===== src/rtl/spi_cfg_pkg.sv =====
package spi_cfg_pkg;
  localparam int WORD_BITS = 24;
  localparam int RSV_BITS  = 2;
  localparam int ADDR_BITS = 14;
  localparam int DATA_BITS = 8;
  localparam int ADDR_END  = RSV_BITS + ADDR_BITS;
  localparam int CNT_W     = $clog2(WORD_BITS);
  localparam int SR_BITS   = WORD_BITS - RSV_BITS - 1;

  localparam int CTRL_RST_BIT  = 0;
  localparam int CTRL_READ_BIT = 1;

  function automatic logic [DATA_BITS-1:0] reg_default(input int idx);
    if (idx == 0) return '0;
    return DATA_BITS'((idx * 29) ^ 165);
  endfunction
endpackage


===== src/rtl/spi_cfg_sync.sv =====
module spi_cfg_sync #(
  parameter int STAGES = 2
) (
  input  logic clk,
  input  logic rst_n,
  input  logic sclk_in,
  input  logic sen_n_in,
  input  logic sdi_in,
  output logic sclk_rise,
  output logic sclk_fall,
  output logic active,
  output logic sdi_s
);
  logic [STAGES:0]   sclk_p;
  logic [STAGES-1:0] sen_p;
  logic [STAGES-1:0] sdi_p;

  always_ff @(posedge clk or negedge rst_n) begin
    if (!rst_n) begin
      sclk_p <= '0;
      sen_p  <= '1;
      sdi_p  <= '0;
    end else begin
      sclk_p <= {sclk_p[STAGES-1:0], sclk_in};
      sen_p  <= {sen_p[STAGES-2:0], sen_n_in};
      sdi_p  <= {sdi_p[STAGES-2:0], sdi_in};
    end
  end

  assign sclk_rise = sclk_p[STAGES-1] & ~sclk_p[STAGES];
  assign sclk_fall = ~sclk_p[STAGES-1] & sclk_p[STAGES];
  assign active    = ~sen_p[STAGES-1];
  assign sdi_s     = sdi_p[STAGES-1];
endmodule


===== src/rtl/spi_cfg_shifter.sv =====
module spi_cfg_shifter
  import spi_cfg_pkg::*;
(
  input  logic                 clk,
  input  logic                 rst_n,
  input  logic                 rise,
  input  logic                 active,
  input  logic                 sdi,
  output logic [CNT_W-1:0]     bit_cnt,
  output logic                 commit,
  output logic [ADDR_BITS-1:0] wr_addr,
  output logic [DATA_BITS-1:0] wr_data,
  output logic                 addr_vld,
  output logic [ADDR_BITS-1:0] rd_addr
);
  logic [SR_BITS-1:0]   sr;
  logic [SR_BITS:0]     nxt;

  assign nxt = {sr, sdi};

  always_ff @(posedge clk or negedge rst_n) begin
    if (!rst_n) begin
      sr       <= '0;
      bit_cnt  <= '0;
      commit   <= 1'b0;
      addr_vld <= 1'b0;
      wr_addr  <= '0;
      wr_data  <= '0;
      rd_addr  <= '0;
    end else begin
      commit   <= 1'b0;
      addr_vld <= 1'b0;
      if (!active) begin
        bit_cnt <= '0;
      end else if (rise) begin
        sr <= nxt[SR_BITS-1:0];
        if (bit_cnt == CNT_W'(WORD_BITS-1)) begin
          bit_cnt <= '0;
          commit  <= 1'b1;
          wr_addr <= nxt[DATA_BITS +: ADDR_BITS];
          wr_data <= nxt[DATA_BITS-1:0];
        end else begin
          bit_cnt <= bit_cnt + 1'b1;
        end
        if (bit_cnt == CNT_W'(ADDR_END-1)) begin
          addr_vld <= 1'b1;
          rd_addr  <= nxt[ADDR_BITS-1:0];
        end
      end
    end
  end
endmodule


===== src/rtl/spi_cfg_regfile.sv =====
module spi_cfg_regfile
  import spi_cfg_pkg::*;
#(
  parameter int NUM_REGS = 16
) (
  input  logic                         clk,
  input  logic                         rst_n,
  input  logic                         commit,
  input  logic [ADDR_BITS-1:0]         wr_addr,
  input  logic [DATA_BITS-1:0]         wr_data,
  input  logic [ADDR_BITS-1:0]         rd_addr,
  output logic [DATA_BITS-1:0]         rd_data,
  output logic                         readout,
  output logic [NUM_REGS*DATA_BITS-1:0] cfg_flat
);
  localparam int IDX_W = (NUM_REGS > 1) ? $clog2(NUM_REGS) : 1;

  logic soft_rst;
  logic wr_ok;

  assign readout  = cfg_flat[CTRL_READ_BIT];
  assign soft_rst = commit && (wr_addr == '0) && wr_data[CTRL_RST_BIT];
  assign wr_ok    = commit && (!readout || (wr_addr == '0));

  for (genvar i = 0; i < NUM_REGS; i++) begin : g_reg
    localparam logic [DATA_BITS-1:0] DEF = reg_default(i);
    logic [DATA_BITS-1:0] r;
    logic                 hit;
    assign hit = wr_ok && (wr_addr == ADDR_BITS'(i));
    if (i == 0) begin : g_ctrl
      always_ff @(posedge clk or negedge rst_n) begin
        if (!rst_n)        r <= DEF;
        else if (soft_rst) r <= DEF;
        else if (hit)      r <= DATA_BITS'(wr_data[CTRL_READ_BIT]) << CTRL_READ_BIT;
      end
    end else begin : g_plain
      always_ff @(posedge clk or negedge rst_n) begin
        if (!rst_n)        r <= DEF;
        else if (soft_rst) r <= DEF;
        else if (hit)      r <= wr_data;
      end
    end
    assign cfg_flat[i*DATA_BITS +: DATA_BITS] = r;
  end

  logic             in_range;
  logic [IDX_W-1:0] rd_idx;
  assign in_range = rd_addr < ADDR_BITS'(NUM_REGS);
  assign rd_idx   = rd_addr[IDX_W-1:0];

  always_comb begin
    rd_data = '0;
    if (in_range) rd_data = cfg_flat[rd_idx*DATA_BITS +: DATA_BITS];
  end
endmodule


===== src/rtl/spi_cfg_readout.sv =====
module spi_cfg_readout
  import spi_cfg_pkg::*;
(
  input  logic                 clk,
  input  logic                 rst_n,
  input  logic                 fall,
  input  logic                 active,
  input  logic                 readout,
  input  logic [CNT_W-1:0]     bit_cnt,
  input  logic                 load,
  input  logic [DATA_BITS-1:0] load_byte,
  output logic                 sdo,
  output logic                 sdo_oe
);
  logic [DATA_BITS-1:0] out_sr;

  assign sdo_oe = readout;

  always_ff @(posedge clk or negedge rst_n) begin
    if (!rst_n) begin
      out_sr <= '0;
      sdo    <= 1'b0;
    end else if (load) begin
      out_sr <= load_byte;
    end else if (fall && active && readout && (bit_cnt >= CNT_W'(ADDR_END))) begin
      sdo    <= out_sr[DATA_BITS-1];
      out_sr <= out_sr << 1;
    end
  end
endmodule


===== src/rtl/spi_cfg_port.sv =====
module spi_cfg_port
  import spi_cfg_pkg::*;
#(
  parameter int NUM_REGS    = 16,
  parameter int SYNC_STAGES = 2
) (
  input  logic                          clk,
  input  logic                          rst_n,
  input  logic                          spi_sen_n,
  input  logic                          spi_sclk,
  input  logic                          spi_sdi,
  output logic                          spi_sdo,
  output logic                          spi_sdo_oe,
  output logic [NUM_REGS*DATA_BITS-1:0] cfg_regs
);
  logic                 sclk_rise, sclk_fall, active, sdi_s;
  logic [CNT_W-1:0]     bit_cnt;
  logic                 wr_commit, addr_vld, readout;
  logic [ADDR_BITS-1:0] wr_addr, rd_addr;
  logic [DATA_BITS-1:0] wr_data, rd_data;

  spi_cfg_sync #(.STAGES(SYNC_STAGES)) u_sync (
    .clk(clk), .rst_n(rst_n),
    .sclk_in(spi_sclk), .sen_n_in(spi_sen_n), .sdi_in(spi_sdi),
    .sclk_rise(sclk_rise), .sclk_fall(sclk_fall),
    .active(active), .sdi_s(sdi_s)
  );

  spi_cfg_shifter u_shift (
    .clk(clk), .rst_n(rst_n),
    .rise(sclk_rise), .active(active), .sdi(sdi_s),
    .bit_cnt(bit_cnt), .commit(wr_commit),
    .wr_addr(wr_addr), .wr_data(wr_data),
    .addr_vld(addr_vld), .rd_addr(rd_addr)
  );

  spi_cfg_regfile #(.NUM_REGS(NUM_REGS)) u_regs (
    .clk(clk), .rst_n(rst_n),
    .commit(wr_commit), .wr_addr(wr_addr), .wr_data(wr_data),
    .rd_addr(rd_addr), .rd_data(rd_data),
    .readout(readout), .cfg_flat(cfg_regs)
  );

  spi_cfg_readout u_rd (
    .clk(clk), .rst_n(rst_n),
    .fall(sclk_fall), .active(active), .readout(readout),
    .bit_cnt(bit_cnt), .load(addr_vld), .load_byte(rd_data),
    .sdo(spi_sdo), .sdo_oe(spi_sdo_oe)
  );
endmodule


===== config.mk =====
export PLATFORM = sky130hd
export DESIGN_NAME = spi_cfg_port
export DESIGN_NICKNAME = d
export VERILOG_FILES = /design/src/rtl/spi_cfg_pkg.sv /design/src/rtl/spi_cfg_sync.sv /design/src/rtl/spi_cfg_shifter.sv /design/src/rtl/spi_cfg_regfile.sv /design/src/rtl/spi_cfg_readout.sv /design/src/rtl/spi_cfg_port.sv
export SDC_FILE = /design/constraint.sdc
export NUM_CORES = 1
export LEC_CHECK = 0
export ABC_AREA = 1
export BUFFER_PORTS_ARGS = -buffer_cell sky130_fd_sc_hd__clkbuf_2
export CAP_MARGIN = 20
export CORE_MARGIN = 2
export CORE_UTILIZATION = 45
export CTS_CLUSTER_DIAMETER = 120
export DETAILED_ROUTE_END_ITERATION = 10
export HOLD_SLACK_MARGIN = 0.05
export PLACE_DENSITY_LB_ADDON = 0.15
export SLEW_MARGIN = 20
export SYNTH_ARGS = -nofsm -noshare
export SYNTH_HDL_FRONTEND = slang
export SYNTH_SLANG_ARGS = --single-unit

===== constraint.sdc =====
create_clock -name clk -period 2.02 [get_ports clk]
set_clock_uncertainty 0.15 [all_clocks]
set_input_delay 0.303 -clock clk [delete_from_list [all_inputs] [get_ports clk]]
set_output_delay 0.303 -clock clk [all_outputs]
set_load 0.03 [all_outputs]

# After elaboration in Yosys (flattened, before gate mapping)

Index checks and enable logic that the tools add are counted.

Add/sub/neg operators: 1
$lt $le $gt $ge: 2
Equality and inequality tests: 17
Shift-type cells: 1
Mux-type cells: 44
Bitwise gates (word level): 6
Reductions and logical operators: 47

Operators by type and width:

| kind                                                                           | count |
|---|---|
| 8-bit two-way mux                                                              | 35 |
| 128-bit by 8-bit variable part select with 8-bit output                        | 1 |
| 14-bit by 4-bit equality test with 1-bit output (second input constant)        | 8 |
| 14-bit by 3-bit equality test with 1-bit output (second input constant)        | 4 |
| 2-bit nonzero test                                                             | 18 |
| 14-bit by 2-bit equality test with 1-bit output (second input constant)        | 2 |
| 1-bit logical AND                                                              | 22 |
| 5-bit two-way mux                                                              | 3 |
| 14-bit by 1-bit equality test with 1-bit output (second input constant)        | 1 |
| 14-bit zero test                                                               | 1 |
| 14-bit by 5-bit less-than comparator with 1-bit output (second input constant) | 1 |
| 1-bit two-way mux                                                              | 6 |
| 3-bit AND reduction                                                            | 2 |
| 5-bit by 1-bit adder with 5-bit output (second input constant)                 | 1 |
| 5-bit by 4-bit equality test with 1-bit output (second input constant)         | 1 |
| 5-bit equality test (second input constant)                                    | 1 |
| 5-bit >= comparator (second input constant)                                    | 1 |
| 1-bit NOT                                                                      | 4 |
| 2-bit AND reduction                                                            | 2 |
| 1-bit AND                                                                      | 2 |
| 1-bit zero test                                                                | 1 |
| 1-bit logical OR                                                               | 1 |

Bits in registers: 208
Input bits: 5
Word-level logic and storage cells: 146

# Longest topological paths before layout

Depth in word-level cells: 7
Gate-level depth with buffers: 10
Depth with buffers taken out: 9

# Modules after synthesis

From an unflattened synthesis, not the netlist that was laid out.

Cells, all modules: 1318
Area total of the unflattened synthesis: 10043.4 sq um

Modules (own cells, without submodules):

| module          | times used | cells an instance | area each (sq um) | seq. area each (sq um) |
|---|---|---|---|---|
| spi_cfg_regfile | 1          | 988               | 6891.6            | 3105.5 |
| spi_cfg_shifter | 1          | 250               | 2454.9            | 1601.5 |
| spi_cfg_readout | 1          | 68                | 500.5             | 225.2 |
| spi_cfg_sync    | 1          | 12                | 196.4             | 177.7 |

# Worst setup path before layout

OpenSTA, ideal clock, no wires.

Path type: register to register
From: reg u_shift.bit_cnt[0]
To: reg u_shift.rd_addr[13]
Setup time: 0.133 ns
Arrival time: 1.422 ns
Data required time: 1.737 ns
Setup slack: 0.315 ns
Cell stages (with the launch flop): 8
Buffers on the path: 1
Path through: dfrtp_1 ha_1 nand2_1 nor2_1 ha_1 nand2_1 clkbuf_1 o21ai_0

Longest elaborated chain between the ends: 2

Ends and longest elaborated chain:

| item                                           | RTL line              | source |
|---|---|---|
| start: declaration                             | spi_cfg_shifter.sv:9  | `output logic [CNT_W-1:0] bit_cnt,` |
| start signal: assignment                       | spi_cfg_shifter.sv:43 | `bit_cnt <= bit_cnt + 1'b1;` |
| 5-bit by 4-bit equality test with 1-bit output | spi_cfg_shifter.sv:45 | `if (bit_cnt == CNT_W'(ADDR_END-1)) begin` |
| 3-bit AND reduction (no line)                  | n/a                   |  |
| end signal: assignment                         | spi_cfg_shifter.sv:47 | `rd_addr <= nxt[ADDR_BITS-1:0];` |
| end: declaration                               | spi_cfg_shifter.sv:14 | `output logic [ADDR_BITS-1:0] rd_addr` |

Every way passes these cells.
A chain may end at the register's enable or synchronous reset.

# Worst setup path after layout

From: reg u_shift.wr_addr[12]
To: reg u_regs.g_reg[9].r[1]

Longest elaborated chain between the ends: 5
Elaborated cells on any way between the ends: 9
Those cells by class: eq/ne: 1; mux: 1; reduce/logical: 7

Ends and longest elaborated chain:

| item                         | RTL line                                     | source |
|---|---|---|
| start: declaration           | spi_cfg_shifter.sv:11                        | `output logic [ADDR_BITS-1:0] wr_addr,` |
| start signal: assignment     | spi_cfg_shifter.sv:40                        | `wr_addr <= nxt[DATA_BITS +: ADDR_BITS];` |
| 14-bit zero test             | spi_cfg_regfile.sv:22, spi_cfg_regfile.sv:23 |  |
| 1-bit logical OR             | spi_cfg_regfile.sv:23                        | `assign wr_ok = commit && (!readout \|\| (wr_addr == '0));` |
| 1-bit logical AND            | spi_cfg_regfile.sv:23                        |  |
| 1-bit logical AND            | spi_cfg_regfile.sv:29                        | `assign hit = wr_ok && (wr_addr == ADDR_BITS'(i));` |
| 2-bit nonzero test (no line) | n/a                                          |  |
| end signal: assignment       | spi_cfg_regfile.sv:40                        | `else if (hit) r <= wr_data;` |
| end: declaration             | spi_cfg_regfile.sv:27                        | `logic [DATA_BITS-1:0] r;` |

Several ways; a longest one is shown, not always the timed one.

==> run metrics <==
Worst VDD drop=~0.00066 V; CTS tree=done; Setup CP Type=flop to flop; Hold Slack=roughly 0.11 ns; Worst Setup SP=u_shift.wr_addr[12]$_DFFE_PN0P_; Place WS=approximately 0.0047 ns; final hold violation count=0; most frequent CP cell=nand2_1; DRT iter0 DRCs=about 700; Max clock buf depth=3; Seq/Total Area, Yosys=0.525; largest family of logic cells by synthesized area=simple AND/OR/NAND/NOR gates; Max stage delay on crit path=0.39 ns; Overall Power=around 8.6 mW; Final Slew Violations=0; met1 wire length=approximately 13000 um; H-tree depth=1; clk_lat worst skew=approximately 0.52 ns; worst reg-to-reg path cell count=9; DIE AREA=between 20000 and 25000 um^2; top sig layer=met4; # diodes=0; Synth top area share=0.353; antenna violations before repair=0; final wirelength=30900 um; Lkg Pwr=just over 6 nW; Vias=roughly 9000; outcome=completed; Post-synth EDFFs=0; crit-path max FO=7; CP max-delay cell=dfrtp_1; routed wl met2=about 14000 um; RR Endpoint=u_regs.g_reg[9].r[1]$_DFFE_PN0P_; Min-Delay Path Class=input port to asynchronous set/reset pin; core area=between 20000 and 25000 um^2; required time of the critical path=~2.3 ns; top post-synthesis cells by count=504 x nand2_1, 216 x nand3_1, 137 x dfrtp_1; CP Cell Sequence=nor2_2 -> nand3_4 -> nor2_4 -> nand3_2 -> buf_4 -> nand2_1 -> inv_1 -> nand2_1 -> nand2_1; DR DRC count=0; RR Startpoint=u_shift.wr_addr[12]$_DFFE_PN0P_; Final nets=1411; placed instance count=~1600; I/O pins=about 140; share of cells above drive strength 1=0.258; Fillers=2006; synthesized area=~10000 um^2; simple-gate share of the synthesized area=0.371; Synth Area in Adders=0.00257; chip width=between 150 and 200 um; Initial Util=0.461; largest net degree at the start of global routing=65; Final ANT Viol Nets=0; clock root cell=clkbuf_16; Clock transition at path regs=0.06 ns; final worst slack=~0.076 ns; P per Cell Area=between 700 and 800 nW/um^2; Synth Area per Inst=~7.9 um^2; top-count cell post-synth=nand2_1; Tcrit/Tclk final=0.962; Final Instance Count excl. Fillers=between 1500 and 2000; proportion of synthesized area in mux cells=0; post-synthesis register bit count=201; GRT overflow=0; Layout area overhead=23.5%; setup slack, reg-to-reg=0.08 ns; Final min period=slightly below 2 ns; first-pass GRT wire length=between 40000 and 50000 um; dominant cells by area after synthesis=dfrtp_1 35%, nand2_1 19%, dfstp_2 17%, nand3_1 11%, o21ai_0 3.6%; compound-gate portion of the synthesized area=0.0413; Netlist cell types=31; XOR/XNOR Fraction of Synth Area=0.00180; Fin Setup TNS=0 ns; crit end category=flop; 1st-pass router iterations=5; element type at the critical path start=flop; Primary FF master, synth=dfrtp_1; Mapped Cells=around 1200; Worst Path Arrival=about 2.2 ns; leading area contributor after synthesis=dfrtp_1; Site Rows=53; vias in the first global route=roughly 8300; number of max-cap violations=0; Ys Warns=0; Avg Vias per Cell=approximately 5.3; final setup vio count=0; wire per inst=around 18 um; CTS buffer count=23; slew margin rel.=0.561; CTS Sinks=around 200; hpwl dp=~22000 um; WL met3=2470 um; RSZ-0062 raised after global routing=true; routability-driven placement congestion ratio=about 0.92; ys async rst share=1.00; fmax=514 MHz; I/O Buffers=127; Die Ht=~150 um; all-layer global routing usage=0.275; Worst Tran Pin Value=0.658 ns
-- placed cells by master, fill, tap and decap left out, types with 8 or more instances in the layout --
master       n
clkbuf_16   23
dfstp_2     64
nand3_1    216
nor3_1      13
o21ai_0     70
buf_4       57
inv_1       63
nor3_2       8
nand2_1    500
nor2_1      28
nand2_4     13
nand2_2     16
clkbuf_2   126
buf_12      13
dfrtp_1    136
nor2_2       8
-- sequential cells by signal (all words and copies together), names as in the netlist --
register,flops
u_regs.g.r,121
u_shift.sr,21
u_shift.rd_addr,14
u_shift.wr_addr,14
u_rd.out_sr,8
u_shift.wr_data,8
u_shift.bit_cnt,5
u_sync.sclk_p,3
u_sync.sdi_p,2
u_sync.sen_p,2
u_rd.sdo,1
u_shift.addr_vld,1
u_shift.commit,1
-- critical path, delay by kind of cell (launching register included) --
kind	cells	cell delay [ns]
buffers and inverters	2	0.41
DFF	1	0.39
and+or+nand+nor	7	0.88
-- per-layer routing --
metal,vias to the layer above,track usage
met3,67,0.0497
met4,0,0.102
li1,4281,-
met1,4258,0.391
met5,-,0
met2,373,0.420
-- metrics by stage --
stage               utilization  cell area [um^2]
finish                    0.570             12000
global route              0.570             12000
CTS                       0.564             11900
detailed placement        0.526             11100
global placement          0.526             11100
floorplan                     -              9750
-- cell type report --
cell class / count / area, um^2 / area share
clock buffers: 31 / 656 / 0.0546
clock inverters: 10 / 104 / 0.00864
inverters: 70 / 270 / 0.0225
multi-input cells: 904 / 4130 / 0.344
flip-flops and latches: 201 / 5110 / 0.425
well taps: 275 / 344 / 0.0286
repair buffers: 203 / 1400 / 0.116
repair inverters: 1 / 5.00 / 0.000417
-- worst max path at each step --
stage	to	slack [ns]	cells past startpoint
finish	u_regs.g_reg[9].r[1]$_DFFE_PN0P_	0.08	9
global route	u_regs.g_reg[9].r[1]$_DFFE_PN0P_	-0.03	9
CTS	u_regs.g_reg[7].r[4]$_DFFE_PN0P_	0.04	11
detailed placement	u_regs.g_reg[12].r[7]$_DFFE_PN1P_	0.005	10
global placement	u_regs.g_reg[10].r[5]$_DFFE_PN0P_	0.03	9
floorplan	u_shift.rd_addr[13]$_DFFE_PN0P_	0.31	7
-- cells by family after synthesis --
group / Yosys count
simple gates: 814
flops: 201
compound gates: 79
xor+xnor: 2
other cells: 1
buf+inv: 130
fa+ha+maj: 2
-- repair_timing --
action / 4_1_cts / 5_1_grt
gates cloned: 0 / 1
resized for setup: 2 / 14
endpoints found under the hold margin: 159 / 0
hold buffers: 4 / 0
pin swaps: 1 / 3
buffers inserted: 0 / 5
endpoints found under the setup margin: 10 / 53
-- power breakdown --
part	internal [mW]	switching, mW	leakage [nW]
clock network	2.53	1.70	0.383
logic	0.0534	0.150	3.26
registers	4.09	0.0528	2.55
total	6.68	1.90	6.20
(Power assumes the default switching activity.)
